$ cat config.mk
export PLATFORM = sky130hd
export DESIGN_NAME = rgbw_pkt_rx
export DESIGN_NICKNAME = d
export VERILOG_FILES = /design/src/rtl/rgbw_rx_pkg.sv /design/src/rtl/rgbw_idle_timer.sv /design/src/rtl/rgbw_frame_fsm.sv /design/src/rtl/rgbw_commit_map.sv /design/src/rtl/rgbw_pkt_rx.sv
export SDC_FILE = /design/constraint.sdc
export NUM_CORES = 1
export LEC_CHECK = 0
export ABC_AREA = 1
export BUFFER_PORTS_ARGS = -buffer_cell sky130_fd_sc_hd__buf_4
export CORE_ASPECT_RATIO = 0.6
export CORE_MARGIN = 5
export CORE_UTILIZATION = 60
export CTS_CLUSTER_DIAMETER = 80
export DETAILED_ROUTE_END_ITERATION = 7
export HOLD_SLACK_MARGIN = 0.1
export PLACE_DENSITY_LB_ADDON = 0.05
export SLEW_MARGIN = 30
export SYNTH_ARGS = -nofsm -noshare
export SYNTH_HDL_FRONTEND = slang
export SYNTH_HIERARCHICAL = 1
export SYNTH_SLANG_ARGS = --single-unit
export TNS_END_PERCENT = 10
$ cat constraint.sdc
create_clock -name clk -period 3.54 [get_ports clk]
set_input_delay 0.708 -clock clk [delete_from_list [all_inputs] [get_ports clk]]
set_output_delay 0.708 -clock clk [all_outputs]
set_load 0.005 [all_outputs]
$ cat src/rtl/rgbw_rx_pkg.sv
package rgbw_rx_pkg;

    typedef enum logic [1:0] {
        RX_CMD  = 2'd0,
        RX_CHAN = 2'd1,
        RX_DATA = 2'd2,
        RX_EVAL = 2'd3
    } rx_state_e;

    localparam int COLOR_W    = 16;
    localparam int COLORS     = 4;
    localparam int DATA_BYTES = COLORS * COLOR_W / 8;
    localparam int PAYLOAD_W  = COLORS * COLOR_W;

    // Arrival order of colors: 0 = R, 1 = G, 2 = B, 3 = W.
    // Raw lane inside the group: W at lane 0, R/G/B at lanes 1..3.
    function automatic int lane_of_color(input int color_idx);
        return (color_idx + 1) % COLORS;
    endfunction

endpackage

$ cat src/rtl/rgbw_idle_timer.sv
module rgbw_idle_timer #(
    parameter int TIMEOUT_CYCLES = 50000
) (
    input  logic clk,
    input  logic rst_n,
    input  logic armed,
    input  logic kick,
    output logic expire
);

    localparam int CNT_W = $clog2(TIMEOUT_CYCLES + 1);
    localparam logic [CNT_W-1:0] LAST = CNT_W'(TIMEOUT_CYCLES - 1);

    logic [CNT_W-1:0] idle_cnt;

    always_ff @(posedge clk) begin
        if (!rst_n) begin
            idle_cnt <= '0;
        end else if (kick || !armed) begin
            idle_cnt <= '0;
        end else if (idle_cnt != LAST) begin
            idle_cnt <= idle_cnt + 1'b1;
        end
    end

    assign expire = armed && !kick && (idle_cnt == LAST);

    // the idle counter never runs past the timeout limit
    assert_idle_bound_R7: assert property (@(posedge clk) disable iff (!rst_n)
        idle_cnt <= LAST);

endmodule

$ cat src/rtl/rgbw_frame_fsm.sv
module rgbw_frame_fsm
    import rgbw_rx_pkg::*;
(
    input  logic                 clk,
    input  logic                 rst_n,
    input  logic [7:0]           byte_in,
    input  logic                 byte_ok,
    input  logic                 expire,
    output rx_state_e            state,
    output logic [7:0]           cmd_q,
    output logic [7:0]           chan_q,
    output logic [PAYLOAD_W-1:0] payload_q
);

    localparam int DCNT_W = $clog2(DATA_BYTES);
    localparam logic [DCNT_W-1:0] DCNT_LAST = DCNT_W'(DATA_BYTES - 1);

    rx_state_e         state_nxt;
    logic [DCNT_W-1:0] dcnt;

    always_ff @(posedge clk) begin
        if (!rst_n) begin
            state <= RX_CMD;
        end else begin
            state <= state_nxt;
        end
    end

    always_comb begin
        state_nxt = state;
        unique case (state)
            RX_CMD: begin
                if (byte_ok) state_nxt = RX_CHAN;
            end
            RX_CHAN: begin
                if (byte_ok)     state_nxt = RX_DATA;
                else if (expire) state_nxt = RX_CMD;
            end
            RX_DATA: begin
                if (byte_ok && dcnt == DCNT_LAST) state_nxt = RX_EVAL;
                else if (!byte_ok && expire)      state_nxt = RX_CMD;
            end
            RX_EVAL: begin
                state_nxt = byte_ok ? RX_CHAN : RX_CMD;
            end
            default: state_nxt = RX_CMD;
        endcase
    end

    always_ff @(posedge clk) begin
        if (!rst_n) begin
            cmd_q     <= '0;
            chan_q    <= '0;
            payload_q <= '0;
            dcnt      <= '0;
        end else if (byte_ok) begin
            unique case (state)
                RX_CMD, RX_EVAL: cmd_q <= byte_in;
                RX_CHAN: begin
                    chan_q <= byte_in;
                    dcnt   <= '0;
                end
                RX_DATA: begin
                    payload_q <= {payload_q[PAYLOAD_W-9:0], byte_in};
                    dcnt      <= dcnt + 1'b1;
                end
                default: ;
            endcase
        end
    end

    // the evaluation state lasts a single cycle
    assert_eval_single_R2: assert property (@(posedge clk) disable iff (!rst_n)
        state == RX_EVAL |=> state != RX_EVAL);

    // idle time while waiting for a command byte changes nothing
    assert_cmd_wait_R7: assert property (@(posedge clk) disable iff (!rst_n)
        (state == RX_CMD && !byte_ok) |=> state == RX_CMD);

    // stored color bytes hold unless a byte is accepted
    assert_payload_hold_R8: assert property (@(posedge clk) disable iff (!rst_n)
        !byte_ok |=> $stable(payload_q));

endmodule

$ cat src/rtl/rgbw_commit_map.sv
module rgbw_commit_map
    import rgbw_rx_pkg::*;
#(
    parameter int         BASE_CHAN  = 8,
    parameter int         NUM_GROUPS = 8,
    parameter logic [7:0] CMD_CODE   = 8'h23
) (
    input  logic                            evaluate,
    input  logic [7:0]                      cmd_q,
    input  logic [7:0]                      chan_q,
    input  logic [PAYLOAD_W-1:0]            payload_q,
    output logic                            wr_en,
    output logic [$clog2(NUM_GROUPS)+1:0]   wr_base,
    output logic [PAYLOAD_W-1:0]            wr_data
);

    localparam int GRP_W = $clog2(NUM_GROUPS);
    localparam logic [9:0] LO = 10'(BASE_CHAN);
    localparam logic [9:0] HI = 10'(BASE_CHAN + NUM_GROUPS);

    logic [9:0] chan_w;
    logic [9:0] offset;
    logic       in_window;

    assign chan_w    = {2'b00, chan_q};
    assign in_window = (chan_w >= LO) && (chan_w < HI);
    assign offset    = chan_w - LO;
    assign wr_base   = {offset[GRP_W-1:0], 2'b00};
    assign wr_en     = evaluate && (cmd_q == CMD_CODE) && in_window;

    for (genvar c = 0; c < COLORS; c++) begin : g_lane
        localparam int LANE = lane_of_color(c);
        assign wr_data[LANE*COLOR_W +: COLOR_W] =
            payload_q[(COLORS-1-c)*COLOR_W +: COLOR_W];
    end

endmodule

$ cat src/rtl/rgbw_pkt_rx.sv
module rgbw_pkt_rx
    import rgbw_rx_pkg::*;
#(
    parameter int         BASE_CHAN      = 8,
    parameter int         NUM_GROUPS     = 8,
    parameter logic [7:0] CMD_CODE       = 8'h23,
    parameter int         TIMEOUT_CYCLES = 50000
) (
    input  logic                          clk,
    input  logic                          rst_n,
    input  logic [7:0]                    rx_byte,
    input  logic                          rx_valid,
    input  logic                          rx_overrun,
    output logic                          wr_en,
    output logic [$clog2(NUM_GROUPS)+1:0] wr_base,
    output logic [63:0]                   wr_data
);

    rx_state_e            state;
    logic                 byte_ok;
    logic                 armed;
    logic                 expire;
    logic [7:0]           cmd_q;
    logic [7:0]           chan_q;
    logic [PAYLOAD_W-1:0] payload_q;

    assign byte_ok = rx_valid && !rx_overrun;
    assign armed   = (state == RX_CHAN) || (state == RX_DATA);

    rgbw_idle_timer #(
        .TIMEOUT_CYCLES(TIMEOUT_CYCLES)
    ) u_timer (
        .clk    (clk),
        .rst_n  (rst_n),
        .armed  (armed),
        .kick   (byte_ok),
        .expire (expire)
    );

    rgbw_frame_fsm u_fsm (
        .clk       (clk),
        .rst_n     (rst_n),
        .byte_in   (rx_byte),
        .byte_ok   (byte_ok),
        .expire    (expire),
        .state     (state),
        .cmd_q     (cmd_q),
        .chan_q    (chan_q),
        .payload_q (payload_q)
    );

    rgbw_commit_map #(
        .BASE_CHAN  (BASE_CHAN),
        .NUM_GROUPS (NUM_GROUPS),
        .CMD_CODE   (CMD_CODE)
    ) u_map (
        .evaluate  (state == RX_EVAL),
        .cmd_q     (cmd_q),
        .chan_q    (chan_q),
        .payload_q (payload_q),
        .wr_en     (wr_en),
        .wr_base   (wr_base),
        .wr_data   (wr_data)
    );

    // a commit always follows the edge that accepted a byte
    assert_commit_after_byte_R2: assert property (@(posedge clk) disable iff (!rst_n)
        wr_en |-> $past(rx_valid && !rx_overrun));

    // a commit is a single-cycle pulse
    assert_commit_pulse_R2: assert property (@(posedge clk) disable iff (!rst_n)
        wr_en |=> !wr_en);

    // an overrun strobe alone never produces a commit on the next cycle
    assert_overrun_no_commit_R8: assert property (@(posedge clk) disable iff (!rst_n)
        (rx_valid && rx_overrun) |=> !wr_en);

endmodule

==> run_summary.xml <==
<?xml version="1.0" encoding="UTF-8"?>
<metrics>
  <group name="grt">
    <metric name="gr-total-overflow" unit="">0</metric>
    <metric name="grt_busiest_layer" unit="">met2</metric>
    <metric name="grtUsageTotal" unit="%">19.3</metric>
    <metric name="globalRouteMet2Util" unit="%">28.7</metric>
    <metric name="grt_use_met3" unit="%">5.46</metric>
    <metric name="grtUsageMet1" unit="%">27.4</metric>
    <metric name="maximum_number_of_pins_on_one_net_before_global_route_repair" unit="">85</metric>
    <metric name="grt_first_pass_wirelength" unit="um">15100</metric>
    <metric name="grt_antenna_before_repair" unit="">0</metric>
    <metric name="grt_pass1_vias" unit="">3232</metric>
  </group>
  <group name="finish">
    <metric name="mostFrequentLayoutCell" unit="">sky130_fd_sc_hd__nor2_1</metric>
    <metric name="layout_common_cells" unit="">sky130_fd_sc_hd__nor2_1 (192), sky130_fd_sc_hd__dfxtp_1 (101), sky130_fd_sc_hd__buf_4 (82)</metric>
    <metric name="antenna_cell_count" unit="">0</metric>
    <metric name="drive_above_1_share" unit="%">18.2</metric>
    <metric name="area_growth" unit="%">6.85</metric>
    <metric name="layout.nets" unit="">645</metric>
    <metric name="layout.filler_cells" unit="">676</metric>
    <metric name="fin_area" unit="mm2">0.00498</metric>
  </group>
  <group name="sta">
    <metric name="fin_hold_ws" unit="ns">0.473</metric>
    <metric name="period_share" unit="%">59.8</metric>
    <metric name="max_freq" unit="GHz">0.472</metric>
    <metric name="setup_repair_after_global_routing_missed_its_margin" unit="">no</metric>
    <metric name="setup_ws_final" unit="ns">1.42</metric>
    <metric name="timing_max_transition_violations_final" unit="">0</metric>
    <metric name="setup_violations" unit="">0</metric>
    <metric name="worst_pin_slew" unit="ns">0.717</metric>
    <metric name="setup-tns-final" unit="ns">0</metric>
    <metric name="report.final.hold_viol_count" unit="">0</metric>
    <metric name="timing.final.crit_period" unit="ns">2.12</metric>
    <metric name="fin_worst_skew" unit="ns">0.00448</metric>
    <metric name="relSlewSlack" unit="%">52.2</metric>
  </group>
  <group name="setup_path">
    <metric name="worst-r2r-cell-count" unit="">7</metric>
    <metric name="worst-setup-path-type" unit="">flip-flop to output pin</metric>
    <metric name="cp_max_fo" unit="">4</metric>
    <metric name="cp_cell_sequence" unit="">ha_1, inv_1, nor2_1, nand3_1, nor2_2, buf_4</metric>
    <metric name="crit_end_category" unit="">output pin</metric>
    <metric name="timing.critical_path.slowest_cell_delay" unit="ns">0.38</metric>
    <metric name="r2r_start" unit="">u_fsm/state[0]$_SDFFE_PN0P_</metric>
    <metric name="worstSetupStartpointType" unit="">flip-flop</metric>
    <metric name="rr_endpoint" unit="">u_fsm/payload_q[59]$_SDFFE_PN0P_</metric>
    <metric name="cp_data_required_time" unit="ns">2.83</metric>
    <metric name="cp_slowest_cell" unit="">sky130_fd_sc_hd__dfxtp_1</metric>
    <metric name="timing.reg2reg.setup_slack" unit="ns">1.58</metric>
    <metric name="crit_arrival" unit="ns">1.41</metric>
  </group>
  <group name="route">
    <metric name="route.vias.total" unit="">3610</metric>
    <metric name="routed_via_density" unit="">4.94</metric>
    <metric name="wl" unit="um">9240</metric>
    <metric name="drt_drc_violations_left" unit="">0</metric>
    <metric name="number_of_drc_markers_after_the_initial_detailed_route_iteration" unit="">215</metric>
    <metric name="average_wire_length_per_cell_after_detail_routing" unit="um">12.6</metric>
    <metric name="drt.antenna.violating_nets" unit="">0</metric>
    <metric name="first_pass_iters" unit="">4</metric>
  </group>
  <group name="synth">
    <metric name="synth-warning-count" unit="">6</metric>
    <metric name="synth_top_cell_by_area" unit="">sky130_fd_sc_hd__dfxtp_1</metric>
    <metric name="netlist.area_leader.share" unit="%">43.4</metric>
    <metric name="synth.cell_area" unit="mm2">0.00466</metric>
    <metric name="post_synth_main_area_contributors" unit="">sky130_fd_sc_hd__dfxtp_1 (43%), sky130_fd_sc_hd__nor2_1 (15%), sky130_fd_sc_hd__buf_4 (12%)</metric>
    <metric name="synthDistinctLibCells" unit="">27</metric>
    <metric name="avgSynthCellArea" unit="um2">7.46</metric>
    <metric name="postSynthCellCount" unit="">624</metric>
    <metric name="yosys_register_bits" unit="">101</metric>
    <metric name="synth-seq-area-share" unit="%">43.4</metric>
  </group>
  <group name="pwr">
    <metric name="power.density_cell_area" unit="mW/mm2">560</metric>
    <metric name="irDropWorstVdd" unit="mV">0.304</metric>
    <metric name="static-leakage-power" unit="nW">2.08</metric>
  </group>
  <group name="cts">
    <metric name="post_cts_buffers" unit="">0</metric>
    <metric name="cts_sinks" unit="">101</metric>
    <metric name="clock_tree_from_tritoncts" unit="">yes</metric>
    <metric name="clkLatencyLatePin" unit="ns">0.33</metric>
    <metric name="ctsHtreeMaxLevel" unit="">3</metric>
    <metric name="ctsResizeCount" unit="">0</metric>
    <metric name="clk_pin_slew" unit="ns">0.06</metric>
    <metric name="cts_hold_repair.buffers" unit="">0</metric>
    <metric name="clk_path_buf_depth" unit="">2</metric>
    <metric name="cts_inserted_buffers" unit="">9</metric>
    <metric name="cts.root.buffer_cell" unit="">sky130_fd_sc_hd__clkbuf_16</metric>
  </group>
  <group name="worst_hold_path">
    <metric name="hp-class" unit="">flip-flop to flip-flop</metric>
    <metric name="timing.hold.worst_path_depth" unit="">2</metric>
    <metric name="hold_path_startpoint" unit="">u_fsm/dcnt[1]$_SDFFE_PN0P_</metric>
    <metric name="hold_path_end" unit="">u_fsm/dcnt[1]$_SDFFE_PN0P_</metric>
  </group>
  <group name="run_status">
    <metric name="run_status" unit="">finished clean</metric>
  </group>
  <group name="floorplanning">
    <metric name="floorplan.die.height" unit="um">78.2</metric>
    <metric name="dieWidth" unit="um">124</metric>
    <metric name="fp-row-count" unit="">24</metric>
    <metric name="core-area" unit="mm2">0.00742</metric>
    <metric name="pin_count" unit="">82</metric>
    <metric name="die-area" unit="mm2">0.00968</metric>
    <metric name="floorplan.initialDensity" unit="%">62.8</metric>
  </group>
  <group name="placement">
    <metric name="postPlaceCellArea" unit="mm2">0.00471</metric>
    <metric name="place_hpwl" unit="um">6470</metric>
    <metric name="preCtsSetupSlack" unit="ns">1.15</metric>
    <metric name="numPortBuffers" unit="">79</metric>
    <metric name="place_congestion" unit="">0.835</metric>
  </group>
  <group name="job">
    <metric name="maxCapViolations" unit="">0</metric>
  </group>
</metrics>
cells in the mapped netlist, drive strengths merged:
cell type,count
nor2,202
dfxtp,101
o21ai,87
buf,86
nand2,53
inv,33
nand3,19
a21oi,14
ha,9
clkbuf,8
nand4,3
nor3,3
xnor2,3
a31oi,1
conb,1
nand3b,1
flip-flops by register name (all words and copies together), names as in the netlist:
name,count
u_fsm/payload_q,64
u_timer/idle_cnt,16
u_fsm/chan_q,8
u_fsm/cmd_q,8
u_fsm/dcnt,3
u_fsm/state,2
cell families (layout without fill, tap and decap cells):
kind of cell,after synthesis,count (layout),share of synthesized area [%]
buffers and inverters,127,129,17.7
DFF,101,101,43.4
adders and majority gates,9,9,2.42
other,1,2,0.0805
and+or+nand+nor,281,281,24.7
xor gates and xnor gates,3,3,0.564
AOI/OAI and AO/OA,102,102,11.2
power breakdown:
part           internal, mW  leakage (nW)  switching, mW  total (mW)
combinational         0.245          1.13          0.296       0.541
sequential             1.26         0.818         0.0970        1.36
clock                 0.508         0.128          0.377       0.885
total                  2.02          2.08          0.770        2.79
metrics by stage:
step	util [%]	total power [mW]	std cells
after floorplan	-	1.82	625
after global placement	63.5	1.91	717
after detailed placement	63.5	1.93	717
after CTS	67.1	2.81	731
after global routing	67.1	2.96	731
final	67.1	2.79	731
metal layers:
metal / up-vias / share of wire (%)
li1: 1898 / -
met1: 1623 / 51
met2: 78 / 43
met3: 11 / 5.4
met4: 0 / 0.76
met5: - / 0
worst max-delay path, delay by kind of cell (launching register included):
kind                     cells  cell delay (ns)
adder cells (fa/ha/maj)      1             0.18
buffers and inverters        2             0.16
flip-flops                   1             0.38
AND/OR/NAND/NOR              3             0.38
worst max path at each step:
stage	startpoint	endpoint	slack, ns	cells past startpoint
2_1_floorplan	rx_valid	u_fsm/payload_q[21]$_SDFFE_PN0P_	1.97	8
3_5_place_dp	rx_overrun	u_fsm/payload_q[59]$_SDFFE_PN0P_	1.15	7
5_1_grt	u_fsm/state[1]$_SDFFE_PN0P_	wr_en	1.29	6
4_1_cts	u_fsm/state[1]$_SDFFE_PN0P_	wr_en	1.43	6
3_3_place_gp	rx_overrun	u_fsm/payload_q[38]$_SDFFE_PN0P_	1.20	7
6_report	u_fsm/state[0]$_SDFFE_PN0P_	wr_en	1.42	6
final cells by class:
class / instances / area, um2 / share of cell area (%)
Clock inverter: 1 / 7.51 / 0.151
Tap cell: 104 / 130 / 2.62
Timing Repair Buffer: 82 / 616 / 12.4
Multi-Input combinational cell: 397 / 1820 / 36.5
Clock buffer: 13 / 260 / 5.23
Sequential cell: 101 / 2020 / 40.6
Inverter: 33 / 124 / 2.49
(Power assumes the default switching activity.)
